**config.mk**
```make
export PLATFORM = sky130hd
export DESIGN_NAME = spec_line_tracker
export DESIGN_NICKNAME = d
export VERILOG_FILES = /design/src/rtl/spec_trk_pkg.sv /design/src/rtl/spec_line.sv /design/src/rtl/spec_stall_ctl.sv /design/src/rtl/spec_line_tracker.sv
export SDC_FILE = /design/constraint.sdc
export NUM_CORES = 1
export LEC_CHECK = 0
export BUFFER_PORTS_ARGS = -buffer_cell sky130_fd_sc_hd__buf_4
export CAP_MARGIN = 25
export CORE_ASPECT_RATIO = 1.1
export CORE_MARGIN = 2
export CORE_UTILIZATION = 30
export CTS_CLUSTER_DIAMETER = 40
export DETAILED_ROUTE_END_ITERATION = 7
export PLACE_DENSITY = 0.52
export SKIP_CTS_REPAIR_TIMING = 1
export SLEW_MARGIN = 20
export SYNTH_ARGS = -nofsm -noshare
export SYNTH_HDL_FRONTEND = slang
export SYNTH_SLANG_ARGS = --single-unit
```
**constraint.sdc**
```tcl
create_clock -name clk -period 3.4 [get_ports clk]
set_input_delay 0.34 -clock clk [delete_from_list [all_inputs] [get_ports clk]]
set_output_delay 0.34 -clock clk [all_outputs]
set_load 0.005 [all_outputs]
```
**src/rtl/spec_trk_pkg.sv**
```systemverilog
package spec_trk_pkg;

  typedef enum logic [1:0] {
    GANG_NONE,
    GANG_START,
    GANG_RESTART,
    GANG_COMPLETE
  } gang_e;

  // Lower rank value means an older, less speculative thread.
  function automatic logic rank_older(input int unsigned writer, input int unsigned self);
    return writer < self;
  endfunction

  function automatic logic rank_younger(input int unsigned writer, input int unsigned self);
    return writer > self;
  endfunction

  // Restart beats complete, complete beats start.
  function automatic gang_e pick_gang(input logic st, input logic rs, input logic cp);
    if (rs) return GANG_RESTART;
    if (cp) return GANG_COMPLETE;
    if (st) return GANG_START;
    return GANG_NONE;
  endfunction

endpackage

```
**src/rtl/spec_line.sv**
```systemverilog
module spec_line
  import spec_trk_pkg::*;
#(
  parameter int WORDS = 4,
  localparam int WORD_W = $clog2(WORDS)
) (
  input  logic              clk,
  input  logic              rst_n,
  input  gang_e             gang,
  input  logic              ld_hit,
  input  logic [WORD_W-1:0] ld_word,
  input  logic              st_hit,
  input  logic [WORD_W-1:0] st_word,
  input  logic              st_full,
  input  logic              fill_hit,
  input  logic              fill_spec,
  input  logic              snp_hit,
  input  logic [WORD_W-1:0] snp_word,
  input  logic              snp_older,
  input  logic              snp_younger,
  input  logic              ev_hit,
  output logic              valid_o,
  output logic              rd_any_o,
  output logic              viol_o
);

  logic             valid_q, mod_q, pre_q;
  logic [WORDS-1:0] rd_q, wr_q;
  logic             valid_n, mod_n, pre_n;
  logic [WORDS-1:0] rd_n, wr_n;

  always_comb begin
    valid_n = valid_q;
    mod_n   = mod_q;
    pre_n   = pre_q;
    rd_n    = rd_q;
    wr_n    = wr_q;
    case (gang)
      GANG_RESTART: begin
        if (mod_q) valid_n = 1'b0;
        rd_n  = '0;
        wr_n  = '0;
        mod_n = 1'b0;
      end
      GANG_COMPLETE: begin
        if (pre_q) valid_n = 1'b0;
        rd_n  = '0;
        wr_n  = '0;
        mod_n = 1'b0;
        pre_n = 1'b0;
      end
      GANG_START: begin
        rd_n = '0;
        wr_n = '0;
      end
      default: begin
        if (ev_hit) begin
          valid_n = 1'b0;
          mod_n   = 1'b0;
          pre_n   = 1'b0;
          rd_n    = '0;
          wr_n    = '0;
        end else if (fill_hit) begin
          valid_n = 1'b1;
          mod_n   = fill_spec;
          pre_n   = 1'b0;
          rd_n    = '0;
          wr_n    = '0;
        end else if (valid_q) begin
          if (ld_hit && !wr_q[ld_word]) rd_n[ld_word] = 1'b1;
          if (st_hit) begin
            mod_n = 1'b1;
            if (st_full && rd_n == '0) wr_n[st_word] = 1'b1;
          end
          if (snp_hit && snp_younger) pre_n = 1'b1;
        end
      end
    endcase
  end

  always_ff @(posedge clk) begin
    if (!rst_n) begin
      valid_q <= 1'b0;
      mod_q   <= 1'b0;
      pre_q   <= 1'b0;
      rd_q    <= '0;
      wr_q    <= '0;
    end else begin
      valid_q <= valid_n;
      mod_q   <= mod_n;
      pre_q   <= pre_n;
      rd_q    <= rd_n;
      wr_q    <= wr_n;
    end
  end

  assign valid_o  = valid_q;
  assign rd_any_o = |rd_q;
  assign viol_o   = valid_q && snp_hit && snp_older && rd_q[snp_word];

  AST_RD_WR_DISJOINT: assert property (@(posedge clk) disable iff (!rst_n)
    (rd_q & wr_q) == '0);
  AST_RESTART_DROP: assert property (@(posedge clk) disable iff (!rst_n)
    (gang == GANG_RESTART && mod_q) |=> !valid_q);
  AST_COMPLETE_DROP: assert property (@(posedge clk) disable iff (!rst_n)
    (gang == GANG_COMPLETE && pre_q) |=> !valid_q);
  AST_GANG_CLEAR: assert property (@(posedge clk) disable iff (!rst_n)
    (gang == GANG_START || gang == GANG_COMPLETE) |=> (rd_q == '0 && wr_q == '0));

endmodule

```
**src/rtl/spec_stall_ctl.sv**
```systemverilog
module spec_stall_ctl (
  input  logic clk,
  input  logic rst_n,
  input  logic ev_req,
  input  logic is_head,
  output logic stall_o
);

  logic stall_q;

  always_ff @(posedge clk) begin
    if (!rst_n)       stall_q <= 1'b0;
    else if (is_head) stall_q <= 1'b0;
    else if (ev_req)  stall_q <= 1'b1;
  end

  assign stall_o = stall_q;

  AST_STALL_RELEASE: assert property (@(posedge clk) disable iff (!rst_n)
    is_head |=> !stall_o);
  AST_STALL_CAUSE: assert property (@(posedge clk) disable iff (!rst_n)
    $rose(stall_o) |-> $past(ev_req));

endmodule

```
**src/rtl/spec_line_tracker.sv**
```systemverilog
module spec_line_tracker
  import spec_trk_pkg::*;
#(
  parameter int NUM_LINES      = 8,
  parameter int WORDS_PER_LINE = 4,
  parameter int RANK_W         = 3,
  localparam int LINE_W = $clog2(NUM_LINES),
  localparam int WORD_W = $clog2(WORDS_PER_LINE)
) (
  input  logic                 clk,
  input  logic                 rst_n,
  input  logic [RANK_W-1:0]    my_rank,
  input  logic                 is_head,
  input  logic                 thr_start,
  input  logic                 thr_restart,
  input  logic                 thr_complete,
  input  logic                 ld_valid,
  input  logic [LINE_W-1:0]    ld_line,
  input  logic [WORD_W-1:0]    ld_word,
  input  logic                 st_valid,
  input  logic [LINE_W-1:0]    st_line,
  input  logic [WORD_W-1:0]    st_word,
  input  logic                 st_full,
  input  logic                 fill_valid,
  input  logic [LINE_W-1:0]    fill_line,
  input  logic                 fill_spec,
  input  logic                 snp_valid,
  input  logic [LINE_W-1:0]    snp_line,
  input  logic [WORD_W-1:0]    snp_word,
  input  logic [RANK_W-1:0]    snp_rank,
  input  logic                 ev_valid,
  input  logic [LINE_W-1:0]    ev_line,
  output logic [NUM_LINES-1:0] line_valid,
  output logic                 viol_req,
  output logic                 stall_req
);

  gang_e                gang;
  logic                 quiet;
  logic                 snp_older, snp_younger;
  logic [NUM_LINES-1:0] viol_vec, rd_any_vec;
  logic                 viol_q;
  logic                 ev_req;

  assign gang        = pick_gang(thr_start, thr_restart, thr_complete);
  assign quiet       = (gang == GANG_NONE);
  assign snp_older   = rank_older(int'(snp_rank), int'(my_rank));
  assign snp_younger = rank_younger(int'(snp_rank), int'(my_rank));

  for (genvar g = 0; g < NUM_LINES; g++) begin : g_line
    spec_line #(.WORDS(WORDS_PER_LINE)) u_line (
      .clk        (clk),
      .rst_n      (rst_n),
      .gang       (gang),
      .ld_hit     (ld_valid && ld_line == LINE_W'(g)),
      .ld_word    (ld_word),
      .st_hit     (st_valid && st_line == LINE_W'(g)),
      .st_word    (st_word),
      .st_full    (st_full),
      .fill_hit   (fill_valid && fill_line == LINE_W'(g)),
      .fill_spec  (fill_spec),
      .snp_hit    (snp_valid && snp_line == LINE_W'(g)),
      .snp_word   (snp_word),
      .snp_older  (snp_older),
      .snp_younger(snp_younger),
      .ev_hit     (ev_valid && ev_line == LINE_W'(g)),
      .valid_o    (line_valid[g]),
      .rd_any_o   (rd_any_vec[g]),
      .viol_o     (viol_vec[g])
    );
  end

  always_ff @(posedge clk) begin
    if (!rst_n) viol_q <= 1'b0;
    else        viol_q <= quiet && (|viol_vec);
  end
  assign viol_req = viol_q;

  assign ev_req = ev_valid && quiet && rd_any_vec[ev_line];

  spec_stall_ctl u_stall (
    .clk    (clk),
    .rst_n  (rst_n),
    .ev_req (ev_req),
    .is_head(is_head),
    .stall_o(stall_req)
  );

  AST_VIOL_SRC: assert property (@(posedge clk) disable iff (!rst_n)
    viol_req |-> ($past(snp_valid) && $past(snp_older) && $past(quiet)));
  AST_CMD_QUIET: assert property (@(posedge clk) disable iff (!rst_n)
    !quiet |=> !viol_req);

endmodule

```
==> impl_metrics.ini <==
[worst_setup_path]
cp.required_ps = 3700
critPathArrivalTime_ps = 2490
crit_path_start_kind = input pin
max_stage_delay_ps = 560
critPathTopFamily = compound AO/OA/AOI/OAI gates
criticalPathCategory = input pin to flop
crit_path_cell_trace = buf_4 -> or2_0 -> ha_1 -> nand2_1 -> a21oi_1 -> a41o_1 -> and3_1
slowest_stage = ha_1
crit_buf_inv = 1
regToRegSetupSlack_ps = 1680
crit_fanout = 10
critPathCaptureType = flop

[timing]
period_needed_ps = 2190
slew_headroom_pct = 42.6
worstMarginPinSlew_ps = 860
tns_ps = 0
skew_ps = 8.71
fmax_ghz = 0.456
worst_slack_ps = 1210
maxSlewViolCount = 0
finalCritPeriodShare_pct = 64.5
rsz0062_at_grt = false
hold_viol = 0
final-setup-viol-count = 0

[placed_design]
io_buffer_count = 49
dpl.hpwl_um = 11200
place_ws_ps = 793
gp_congestion = 0.860

[final_layout]
fin_util_pct = 35.9
drive_gt1_share_pct = 17.7
insertedDiodeCount = 0
fin_nets = 623
areaGrowthSynthToFinish_pct = 16.6

[clock_network]
cts_buffers = 9
cts.clk_slew.worst_paths_ps = 70
root_buffer = clkbuf_16
htree_levels = 3
clk_path_buf_depth = 2
cts_tree = built
clk_latency_ps = 360
cts.sinks = 90

[grt]
grt_pass1_vias = 4138
grt_use_total_pct = 19.1
overflow = 0
grt_start_max_net_pins = 28
antenna_found_initial = 0
grt_pass1_wl_um = 23700

[floorplanning]
die_x_um = 122
start_util_pct = 30.8
die_y_um = 134
rows = 47
top_level_ports = 50
core_um2 = 15100
dieArea_um2 = 16500

[yosys]
syn_area_per_cell_um2 = 8.44
syn-instance-count = 549
syn_area_um2 = 4630
synth_nets = 596
synth_edf_count = 0
synthFlopType = dfxtp_1
async_reset_ff_share_pct = 0
synth_cell_type_count = 49
ys_seq_area_share_pct = 38.9
synth_seq_cells = 90
yosys_warnings = 0

[route]
vias = 4297
drt_iter0_markers = 388
avgRoutedWirePerCell_um = 19.1
via_per_inst = 5.53
drt_first_pass_iters = 7
routed_wl_um = 14800
antenna_left = 0
route.detailed.drc = 0

[power]
leakagePower_nw = 2.12
vdd_ir_drop_max_v = 0.000203
powerDensity_nw_per_um2 = 447

[min_path]
hold_path_class = input pin to flop

[status]
outcome = completed

[flow_run]
drv_cap = 0
==> layer usage <==
metal | global-route usage (%) | wire length [µm] | vias to the layer above
li1 | - | - | 2065
met1 | 25.1 | 6570 | 2078
met2 | 30.3 | 7060 | 129
met3 | 3.19 | 788 | 25
met4 | 8.75 | 428 | 0
met5 | 0 | 0 | -
==> worst min-delay path, delay by kind of cell <==
kind	cells	cell delay, ps
compound gates	1	100
buf+inv	2	100
==> path summary, 6_finish.rpt <==
kind                            cells past startpoint                       end                     start
worst max-delay path                                7    g_line[6].u_line.pre_q              thr_complete
worst min-delay path                                3           u_stall.stall_o                   is_head
worst max register to register                      5                  viol_req  g_line[2].u_line.rd_q[3]
worst min register to register                      2  g_line[3].u_line.wr_q[1]  g_line[3].u_line.wr_q[1]
==> cell families after synthesis <==
group,share of synthesized area (%)
AOI/OAI and AO/OA,25.6
and+or+nand+nor,21.9
adders and majority gates,1.89
muxes,5.92
buffers and inverters,5.81
DFF,38.9
==> Yosys cell counts, types with 5 or more instances <==
cell type  instances  area [µm²]
a211oi_2           7        87.6
clkbuf_1          15        56.3
nand4_1           13        81.3
mux4_2             8         180
a21oi_1           81         405
inv_1             20        75.1
mux2_1             6        67.6
nand2b_1           5        31.3
o221a_2           12         135
and3_1            13        81.3
nor2b_1           17         106
nor4_1             9        56.3
a41o_1             6        60.1
o21a_1            14         105
nand2_1           35         131
a31oi_1           11        68.8
nor2_1            78         293
ha_1               7        87.6
nand3_1           22         110
dfxtp_1           90        1800
o21ai_0           18        90.1
buf_2              8        40.0
buf_4              9        67.6
==> cell usage in the layout, fill, tap and decap left out, types with 4 or more instances in the layout <==
master,instances
a211oi_2,7
a21oi_1,81
a31oi_1,11
a41o_1,6
and2_1,4
and3_1,13
buf_4,52
clkbuf_16,9
dfxtp_1,90
ha_1,7
inv_1,20
mux2_1,6
mux4_2,8
nand2_1,35
nand2b_1,5
nand3_1,22
nand4_1,13
nor2_1,78
nor2b_1,17
nor4_1,9
o21a_1,14
o21ai_0,18
o221a_1,4
o221a_2,12
==> sequential cells by signal, summed over array words and instances (netlist names) <==
signal                 count
g_line.u_line.rd_q        32
g_line.u_line.wr_q        32
g_line.u_line.mod_q        8
g_line.u_line.pre_q        8
g_line.u_line.valid_o      8
u_stall.stall_o            1
viol_req                   1
==> metrics by stage <==
stage | std cells | cell area [µm²] | power, mW | hold slack [ps]
2_1_floorplan | 549 | 4630 | 1.24 | 430
3_3_place_gp | 761 | 5070 | 1.34 | 440
3_5_place_dp | 761 | 5070 | 1.34 | 451
4_1_cts | 777 | 5390 | 2.43 | 235
5_1_grt | 777 | 5400 | 2.51 | 240
6_report | 777 | 5400 | 2.41 | 240
==> cell type report <==
cell class | instances | area, µm²
Sequential cell | 90 | 1800
Multi-Input combinational cell | 403 | 2570
Clock buffer | 11 | 243
Tap cell | 196 | 245
Inverter | 20 | 75.1
Fill cell | 1601 | 9650
Clock inverter | 5 | 77.6
Timing Repair Buffer | 52 | 390
==> where the power goes <==
part	leakage [nW]	switching [mW]	internal, mW
sequential	0.725	0.00557	1.06
combinational	1.24	0.167	0.0885
clock	0.156	0.433	0.662
total	2.12	0.606	1.81
Note: power is estimated with default switching activity, not from simulation.
